**config.mk**
```make
export PLATFORM = sky130hd
export DESIGN_NAME = infault_monitor
export DESIGN_NICKNAME = d
export VERILOG_FILES = /design/src/rtl/infault_pkg.sv /design/src/rtl/infault_dgl.sv /design/src/rtl/infault_int_gen.sv /design/src/rtl/infault_fault_reg.sv /design/src/rtl/infault_monitor.sv
export SDC_FILE = /design/constraint.sdc
export NUM_CORES = 1
export LEC_CHECK = 0
export CORE_UTILIZATION = 45
export CTS_CLUSTER_DIAMETER = 40
export CTS_CLUSTER_SIZE = 20
export DETAILED_ROUTE_END_ITERATION = 10
export PLACE_DENSITY = 0.64
export SKIP_LAST_GASP = 1
export SLEW_MARGIN = 30
export SYNTH_ARGS = -nofsm -noshare
export SYNTH_HDL_FRONTEND = slang
export SYNTH_SLANG_ARGS = --single-unit
```
**constraint.sdc**
```tcl
create_clock -name clk -period 5.24 [get_ports clk]
set_clock_uncertainty 0.15 [all_clocks]
set_input_delay 1.048 -clock clk [delete_from_list [all_inputs] [get_ports clk]]
set_output_delay 1.048 -clock clk [all_outputs]
set_load 0.05 [all_outputs]
```
**src/rtl/infault_pkg.sv**
```systemverilog
package infault_pkg;

    typedef enum logic [1:0] {
        FC_NONE = 2'b00,
        FC_OVP  = 2'b01,
        FC_UVLO = 2'b10
    } fcode_e;

endpackage

```
**src/rtl/infault_dgl.sv**
```systemverilog
// Tick-counted filter: the flag sets after SET_TICKS consecutive ticks of a
// high raw input and clears after CLR_TICKS consecutive ticks of a low one.
// A count of zero makes that direction take effect at the next edge.
module infault_dgl #(
    parameter int SET_TICKS = 0,
    parameter int CLR_TICKS = 0
) (
    input  logic clk,
    input  logic rst_n,
    input  logic tick_i,
    input  logic raw_i,
    output logic flag_o
);
    localparam int MAXT     = (SET_TICKS > CLR_TICKS) ? SET_TICKS : CLR_TICKS;
    localparam int CW       = (MAXT > 1) ? $clog2(MAXT + 1) : 1;
    localparam logic [CW-1:0] SET_LAST = CW'((SET_TICKS > 0) ? SET_TICKS - 1 : 0);
    localparam logic [CW-1:0] CLR_LAST = CW'((CLR_TICKS > 0) ? CLR_TICKS - 1 : 0);

    typedef struct packed {
        logic          flag;
        logic [CW-1:0] cnt;
    } dgl_t;

    dgl_t s_d, s_q;

    always_comb begin
        s_d = s_q;
        if (!s_q.flag) begin
            if (!raw_i) begin
                s_d.cnt = '0;
            end else if (SET_TICKS == 0) begin
                s_d.flag = 1'b1;
                s_d.cnt  = '0;
            end else if (tick_i) begin
                if (s_q.cnt == SET_LAST) begin
                    s_d.flag = 1'b1;
                    s_d.cnt  = '0;
                end else begin
                    s_d.cnt = s_q.cnt + CW'(1);
                end
            end
        end else begin
            if (raw_i) begin
                s_d.cnt = '0;
            end else if (CLR_TICKS == 0) begin
                s_d.flag = 1'b0;
                s_d.cnt  = '0;
            end else if (tick_i) begin
                if (s_q.cnt == CLR_LAST) begin
                    s_d.flag = 1'b0;
                    s_d.cnt  = '0;
                end else begin
                    s_d.cnt = s_q.cnt + CW'(1);
                end
            end
        end
    end

    always_ff @(posedge clk) begin
        if (!rst_n) s_q <= '0;
        else        s_q <= s_d;
    end

    assign flag_o = s_q.flag;

endmodule

```
**src/rtl/infault_int_gen.sv**
```systemverilog
// One fixed-length pulse per fault entry; entries during a pulse are dropped.
module infault_int_gen #(
    parameter int PULSE_TICKS = 128,
    parameter int NSRC        = 2
) (
    input  logic            clk,
    input  logic            rst_n,
    input  logic            tick_i,
    input  logic [NSRC-1:0] flags_i,
    output logic            int_o
);
    localparam int CW = (PULSE_TICKS > 1) ? $clog2(PULSE_TICKS + 1) : 1;
    localparam logic [CW-1:0] LAST = CW'(PULSE_TICKS - 1);

    typedef struct packed {
        logic            act;
        logic [NSRC-1:0] prev;
        logic [CW-1:0]   cnt;
    } ig_t;

    ig_t s_d, s_q;
    logic entry;

    always_comb begin
        s_d      = s_q;
        entry    = |(flags_i & ~s_q.prev);
        s_d.prev = flags_i;
        if (s_q.act) begin
            if (tick_i) begin
                if (s_q.cnt == LAST) begin
                    s_d.act = 1'b0;
                    s_d.cnt = '0;
                end else begin
                    s_d.cnt = s_q.cnt + CW'(1);
                end
            end
        end else if (entry) begin
            s_d.act = 1'b1;
            s_d.cnt = '0;
        end
    end

    always_ff @(posedge clk) begin
        if (!rst_n) s_q <= '0;
        else        s_q <= s_d;
    end

    assign int_o = s_q.act;

endmodule

```
**src/rtl/infault_fault_reg.sv**
```systemverilog
// Sticky fault code: follows the declared fault, holds after, clears on read.
module infault_fault_reg
    import infault_pkg::*;
(
    input  logic   clk,
    input  logic   rst_n,
    input  logic   ovp_i,
    input  logic   uv_i,
    input  logic   rd_clr_i,
    output fcode_e fault_o
);
    typedef struct packed {
        fcode_e code;
    } fr_t;

    fr_t s_d, s_q;

    always_comb begin
        s_d = s_q;
        if (ovp_i)         s_d.code = FC_OVP;
        else if (uv_i)     s_d.code = FC_UVLO;
        else if (rd_clr_i) s_d.code = FC_NONE;
    end

    always_ff @(posedge clk) begin
        if (!rst_n) s_q <= '{code: FC_NONE};
        else        s_q <= s_d;
    end

    assign fault_o = s_q.code;

endmodule

```
**src/rtl/infault_monitor.sv**
```systemverilog
module infault_monitor
    import infault_pkg::*;
#(
    parameter int OVP_CLR_US  = 30000,
    parameter int UVLO_SET_US = 10000,
    parameter int INT_US      = 128
) (
    input  logic       clk,
    input  logic       rst_n,
    input  logic       tick_us,
    input  logic       ovp_cmp,
    input  logic       uvlo_cmp,
    input  logic       rd_stb,
    input  logic       rd_sel_fault,
    output logic [1:0] fault_o,
    output logic [1:0] stat_o,
    output logic       int_o,
    output logic       dischg_fet_o
);
    logic   ovp_flag, uv_flag;
    fcode_e stat_c, fault_c;

    infault_dgl #(.SET_TICKS(0), .CLR_TICKS(OVP_CLR_US)) u_ovp_dgl (
        .clk(clk), .rst_n(rst_n), .tick_i(tick_us), .raw_i(ovp_cmp), .flag_o(ovp_flag)
    );

    infault_dgl #(.SET_TICKS(UVLO_SET_US), .CLR_TICKS(0)) u_uv_dgl (
        .clk(clk), .rst_n(rst_n), .tick_i(tick_us), .raw_i(uvlo_cmp), .flag_o(uv_flag)
    );

    infault_int_gen #(.PULSE_TICKS(INT_US), .NSRC(2)) u_int (
        .clk(clk), .rst_n(rst_n), .tick_i(tick_us),
        .flags_i({uv_flag, ovp_flag}), .int_o(int_o)
    );

    infault_fault_reg u_freg (
        .clk(clk), .rst_n(rst_n), .ovp_i(ovp_flag), .uv_i(uv_flag),
        .rd_clr_i(rd_stb & rd_sel_fault), .fault_o(fault_c)
    );

    always_comb begin
        if (ovp_flag)     stat_c = FC_OVP;
        else if (uv_flag) stat_c = FC_UVLO;
        else              stat_c = FC_NONE;
    end

    assign stat_o       = stat_c;
    assign fault_o      = fault_c;
    assign dischg_fet_o = ovp_flag;

endmodule

```
Word-level counts from Yosys, hierarchy flattened
Cells that the tools add are included.
{"block": "totals", "reg_bits": 44, "latchBits": 0, "ramBits": 0, "romBits": 0, "in_bits": 7, "output_inout_bits": 6, "elab_cells": 57, "mem_count": 0}
{"block": "op_classes", "n_addsub": 3, "multipliers": 0, "div": 0, "n_lt_le_gt_ge": 0, "n_eq_ne": 4, "shifts": 0, "muxes": 27, "n_bitwise": 6, "reduce_logical": 8}
{"op": "$mux 15", "count": 4}
{"op": "$mux 16", "count": 2}
{"op": "$mux 8", "count": 4}
{"op": "$mux 14", "count": 2}
{"op": "$add 15x1->15 const B", "count": 1}
{"op": "$eq 15x15->1 const B", "count": 1}
{"op": "$add 14x1->14 const B", "count": 1}
{"op": "$eq 14x14->1 const B", "count": 1}
{"op": "$mux 1", "count": 11}
{"op": "$add 8x1->8 const B", "count": 1}
{"op": "$eq 8x7->1 const B", "count": 1}
{"op": "$mux 2", "count": 4}
{"op": "$reduce_or 3->1", "count": 2}
{"op": "$reduce_bool 2->1", "count": 2}
{"op": "$reduce_or 2->1", "count": 2}
{"op": "$not 1->1", "count": 3}
{"op": "$reduce_bool 3->1", "count": 1}
{"op": "$and 2x2->2", "count": 1}
{"op": "$ne 2x2->1 const B", "count": 1}
{"op": "$not 2->2", "count": 1}
{"op": "$reduce_and 2->1", "count": 1}
{"op": "$and 1x1->1", "count": 1}

Logic depth before layout (Yosys ltp)
{"block": "logic_depth", "depth_word": 5, "ltp_mapped": 6, "depth_no_buf": 5}

Cells and area by module
A second synthesis with hierarchy kept.
{"block": "unflattened", "hier_cells": 228, "area_unflattened_um2": 2129.5}
{"mod": "infault_dgl (u_ovp_dgl)", "instances": 1, "cells_per_inst": 82, "area_each_um2": 759.5, "seq_area_each_um2": 320.3}
{"mod": "infault_dgl (u_uv_dgl)", "instances": 1, "cells_per_inst": 74, "area_each_um2": 720.7, "seq_area_each_um2": 300.3}
{"mod": "infault_int_gen", "instances": 1, "cells_per_inst": 62, "area_each_um2": 541.8, "seq_area_each_um2": 220.2}
{"mod": "infault_fault_reg", "instances": 1, "cells_per_inst": 7, "area_each_um2": 80.1, "seq_area_each_um2": 40.0}
{"mod": "infault_monitor", "instances": 1, "cells_per_inst": 3, "area_each_um2": 27.5, "seq_area_each_um2": 0.0}

Worst setup path after synthesis
OpenSTA, ideal clock, no wires.
{"block": "synth_path", "path_kind": "register to output", "from": "register u_ovp_dgl.s_q (netlist bit u_ovp_dgl.flag_o)", "to": "output stat_o[1]", "arrival_ps": 1254, "required_ps": 4042, "slack_ps": 2788, "path_stages_with_launch": 2, "path_buffers": 0, "path_cell_list": "dfxtp_1 > nor2_1"}
{"block": "synth_between", "elab_chain_cells": 1}
{"element": "start, declared", "line_no": "infault_dgl.sv:24", "source": "dgl_t s_d, s_q;"}
{"element": "start signal, assigned", "line_no": "infault_dgl.sv:60", "source": "if (!rst_n) s_q <= '0;"}
{"element": "start signal, assigned", "line_no": "infault_dgl.sv:61", "source": "else s_q <= s_d;"}
{"element": "$mux 2", "line_no": "infault_monitor.sv:42", "source": "if (ovp_flag) stat_c = FC_OVP;"}
{"element": "end, declared", "line_no": "infault_monitor.sv:16", "source": "output logic [1:0] stat_o,"}
Every way passes these cells.

==> impl_metrics.json <==
{
  "status": "complete, no violations",
  "rsz0062_at_grt": "false",
  "layout_setup_ws_ns": 2.15,
  "hp-class": "register to register",
  "ir_drop_mv": 0.158,
  "slew_viol_final": 0,
  "vias": 1684,
  "cts_buffers": 5,
  "cp_max_fo": 15,
  "setup_violations": 0,
  "top_usage_layer": "met2",
  "route.detailed.drc": 0,
  "syn-num-nets": 242,
  "nets": 255,
  "async_reset_ff_share_pct": 0,
  "port-buffer-count": 12,
  "cts_tree": "done",
  "yosysSeqAreaShare_pct": 42.6,
  "met2_usage_pct": 28.2,
  "cp_num_buf_inv": 1,
  "synth_edf_count": 0,
  "powerDensity_mw_per_mm2": 275,
  "routedWlPerCell_microns": 13.2,
  "cp-end-kind": "register",
  "antenna_found_initial": 0,
  "ant_nets": 0,
  "nFillCells": 418,
  "p_clk_share_pct": 40.2,
  "drt-initial-drc-count": 72,
  "pwr-share-comb_pct": 6.1,
  "worstHoldStart": "u_freg.fault_o[0]",
  "place.gp.congestion": 0.852,
  "drt-total-wl_microns": 3930,
  "fin_util_pct": 52.8,
  "grt_pass1_wl_microns": 6910,
  "io_pins": 13,
  "crit_type": "primary input to register",
  "crit_path_top_delay_cell": "clkdlybuf4s50_1",
  "netlist.area_leader.share_pct": 42.6,
  "yosysWarnings": 0,
  "worstMarginPinSlew_ns": 0.721,
  "required_ns": 5.25,
  "clock.fmax_ghz": 0.324,
  "pre_cts_ws_ns": 1.80,
  "synth_top_area_cell": "dfxtp_1",
  "die_w_microns": 69.8,
  "post_cts_buffers": 0,
  "switchingPower_uw": 143,
  "synth.avg_cell_area_sq_um": 8.91,
  "dp_hpwl_microns": 2780,
  "overflow": 0,
  "path_delay_family": "buffers and inverters",
  "cts-root-buf": "clkbuf_8",
  "r2r-end": "u_ovp_dgl.s_q[10]",
  "dr.pass1.iters": 4,
  "die_y_microns": 69.8,
  "fin_tns_setup_ns": 0,
  "intPower_uw": 493,
  "synth_cell_type_count": 44,
  "clk_path_buf_depth": 2,
  "grt_max_degree": 16,
  "whs_path_depth": 2,
  "worstReg2RegStart": "u_ovp_dgl.s_q[0]",
  "core_area_sq_mm": 0.00438,
  "arrival_ns": 3.10,
  "use_met1_pct": 22.5,
  "hold_viol": 0,
  "p_seq_share_pct": 53.7,
  "r2r_slack_ns": 3.19,
  "area_growth_pct": 12.0,
  "synth_area_sq_mm": 0.00207,
  "slew_headroom_pct": 51.8,
  "yosys_most_used_dff": "dfxtp_1",
  "cts_resized": 0,
  "p_sw_share_pct": 22.5,
  "ys_seq_elements": 44,
  "hold_slack_ns": 0.375,
  "rows": 24,
  "use_met3_pct": 3.63,
  "place_area_sq_mm": 0.00221,
  "initial_core_util_pct": 47.1,
  "finalInstanceArea_sq_mm": 0.00232,
  "startpoint_type": "primary input",
  "antenna_cells": 0,
  "clk_latency_ns": 0.30,
  "path_cells": "clkdlybuf4s50_1 > and4_1 > nand3_1 > o211ai_2 > nor2_1",
  "drive_gt1_share_pct": 7.32,
  "fp.dieArea_sq_mm": 0.00487,
  "min_period_ns": 3.09,
  "rr_worst_depth": 5,
  "whs_endpoint": "u_freg.fault_o[0]",
  "synthesis.instances": 232,
  "hold_buffers": 0,
  "grt_usage_pct": 17.5,
  "ys_top_cells_by_area": "dfxtp_1 (43%), xnor2_1 (8.1%), nor2_1 (6.0%), nand3_1 (4.1%), nand2_1 (3.1%)",
  "htreeDepth": 2,
  "cpPeakStageDelay_ns": 0.88,
  "p_leak_uw": 0.000730,
  "finalCritPeriodShare_pct": 59.0,
  "clk_pin_slew_worst_paths_ns": 0.09,
  "grt_pass1_vias": 1551,
  "viasPerCell": 5.65,
  "maxCapViolCount": 0,
  "cts_sinks": 44
}
sequential cells by signal, indices dropped and copies added, names as in the netlist:
| signal | cells |
|---|---|
| u_ovp_dgl.s_q | 15 |
| u_uv_dgl.s_q | 14 |
| u_int.s_q | 10 |
| u_freg.fault_o | 2 |
| u_int.int_o | 1 |
| u_ovp_dgl.flag_o | 1 |
| u_uv_dgl.flag_o | 1 |
worst max-delay path by stage:
stage / cells after the start / slack [ns] / start / endpoint
6_report: 5 / 2.15 / tick_us / u_ovp_dgl.s_q[10]
5_1_grt: 5 / 1.97 / tick_us / u_ovp_dgl.s_q[10]
4_1_cts: 5 / 2.13 / tick_us / u_ovp_dgl.s_q[10]
3_5_place_dp: 5 / 1.80 / tick_us / u_ovp_dgl.s_q[10]
3_3_place_gp: 5 / 1.87 / tick_us / u_ovp_dgl.s_q[10]
2_1_floorplan: 1 / 2.79 / u_ovp_dgl.flag_o / stat_o[1]
stage by stage:
stage	cells	total power, uW
3_5_place_dp	290	388
5_1_grt	298	660
6_report	298	636
4_1_cts	298	643
3_3_place_gp	290	388
2_1_floorplan	232	375
final cells by class:
class	instances	area [sq um]	area share, %
multi-input combinational	173	1110	47.9
timing repair buffer	12	120	5.19
tap	52	65.1	2.81
clock buffer	6	72.6	3.13
sequential	44	881	38.0
inverter	9	33.8	1.46
clock inverter	2	35.0	1.51
Yosys cell counts (2+ instances only):
library cell / n
nor2_2: 2
mux2i_1: 2
nand2b_1: 3
o21ai_0: 4
and3_1: 2
nand4_1: 8
nor4_2: 2
nor2_1: 33
a21oi_1: 9
a311oi_1: 3
nor3_1: 8
nor4_1: 7
a31oi_1: 4
and4_1: 3
buf_6: 2
nand2_1: 17
inv_1: 9
nand4_4: 3
dfxtp_1: 44
ha_1: 3
nand3_1: 17
xnor2_1: 19
xor2_1: 7
tightest hold or removal path, stage by stage, from the launching register on:
cell and delay [ns]:
dfxtp_1 0.35, a31oi_1 0.07, nor2_1 0.08
layout by cell type, fill, tap and decap left out, drive strengths merged:
master,netlist,final
bufinv,0,1
o211ai,1,1
a41oi,1,1
a311oi,3,3
xor2,7,7
and4b,1,1
and3,2,2
clkbuf,2,6
nand2,17,17
nor4b,1,1
nand3b,1,1
nand2b,3,3
mux2i,2,2
dfxtp,44,44
o22ai,1,1
nor2,35,35
o21a,1,1
a211oi,1,1
or2,1,1
nand4,11,11
o21ai,4,4
nor4,9,9
ha,3,3
or3,1,1
nand3,17,17
and2,1,1
nand4b,1,1
and4,3,3
nor3,8,8
nor4bb,1,1
a21o,1,1
a311o,1,1
a31oi,4,4
clkinv,0,1
inv,9,9
a21oi,10,10
nor3b,1,1
clkdlybuf4s50,0,12
xnor2,19,19
cells by family (layout without fill, tap and decap cells):
family,after synthesis,count (layout),synth area share [%]
mux,2,2,0.969
compound gates,28,28,8.96
simple gates,114,114,30.9
xor+xnor,26,26,11.0
fa+ha+maj,3,3,1.82
flops,44,44,42.6
buf+inv,15,29,3.75
per-layer routing:
layer / vias up / part of all wire [%]
li1: 851 / -
met1: 792 / 48
met2: 34 / 46
met3: 7 / 3.5
met4: 0 / 1.7
met5: - / 0
power by group through the flow:
stage | Combinational, uW | Clock [uW] | Sequential, uW
after floorplan | 20.6 | 0 | 355
after global placement | 38.7 | 0 | 349
after detailed placement | 38.9 | 0 | 350
after CTS | 39.0 | 262 | 342
after global routing | 42.3 | 276 | 342
final | 38.9 | 256 | 341
Power figures use the tool's default switching activity.
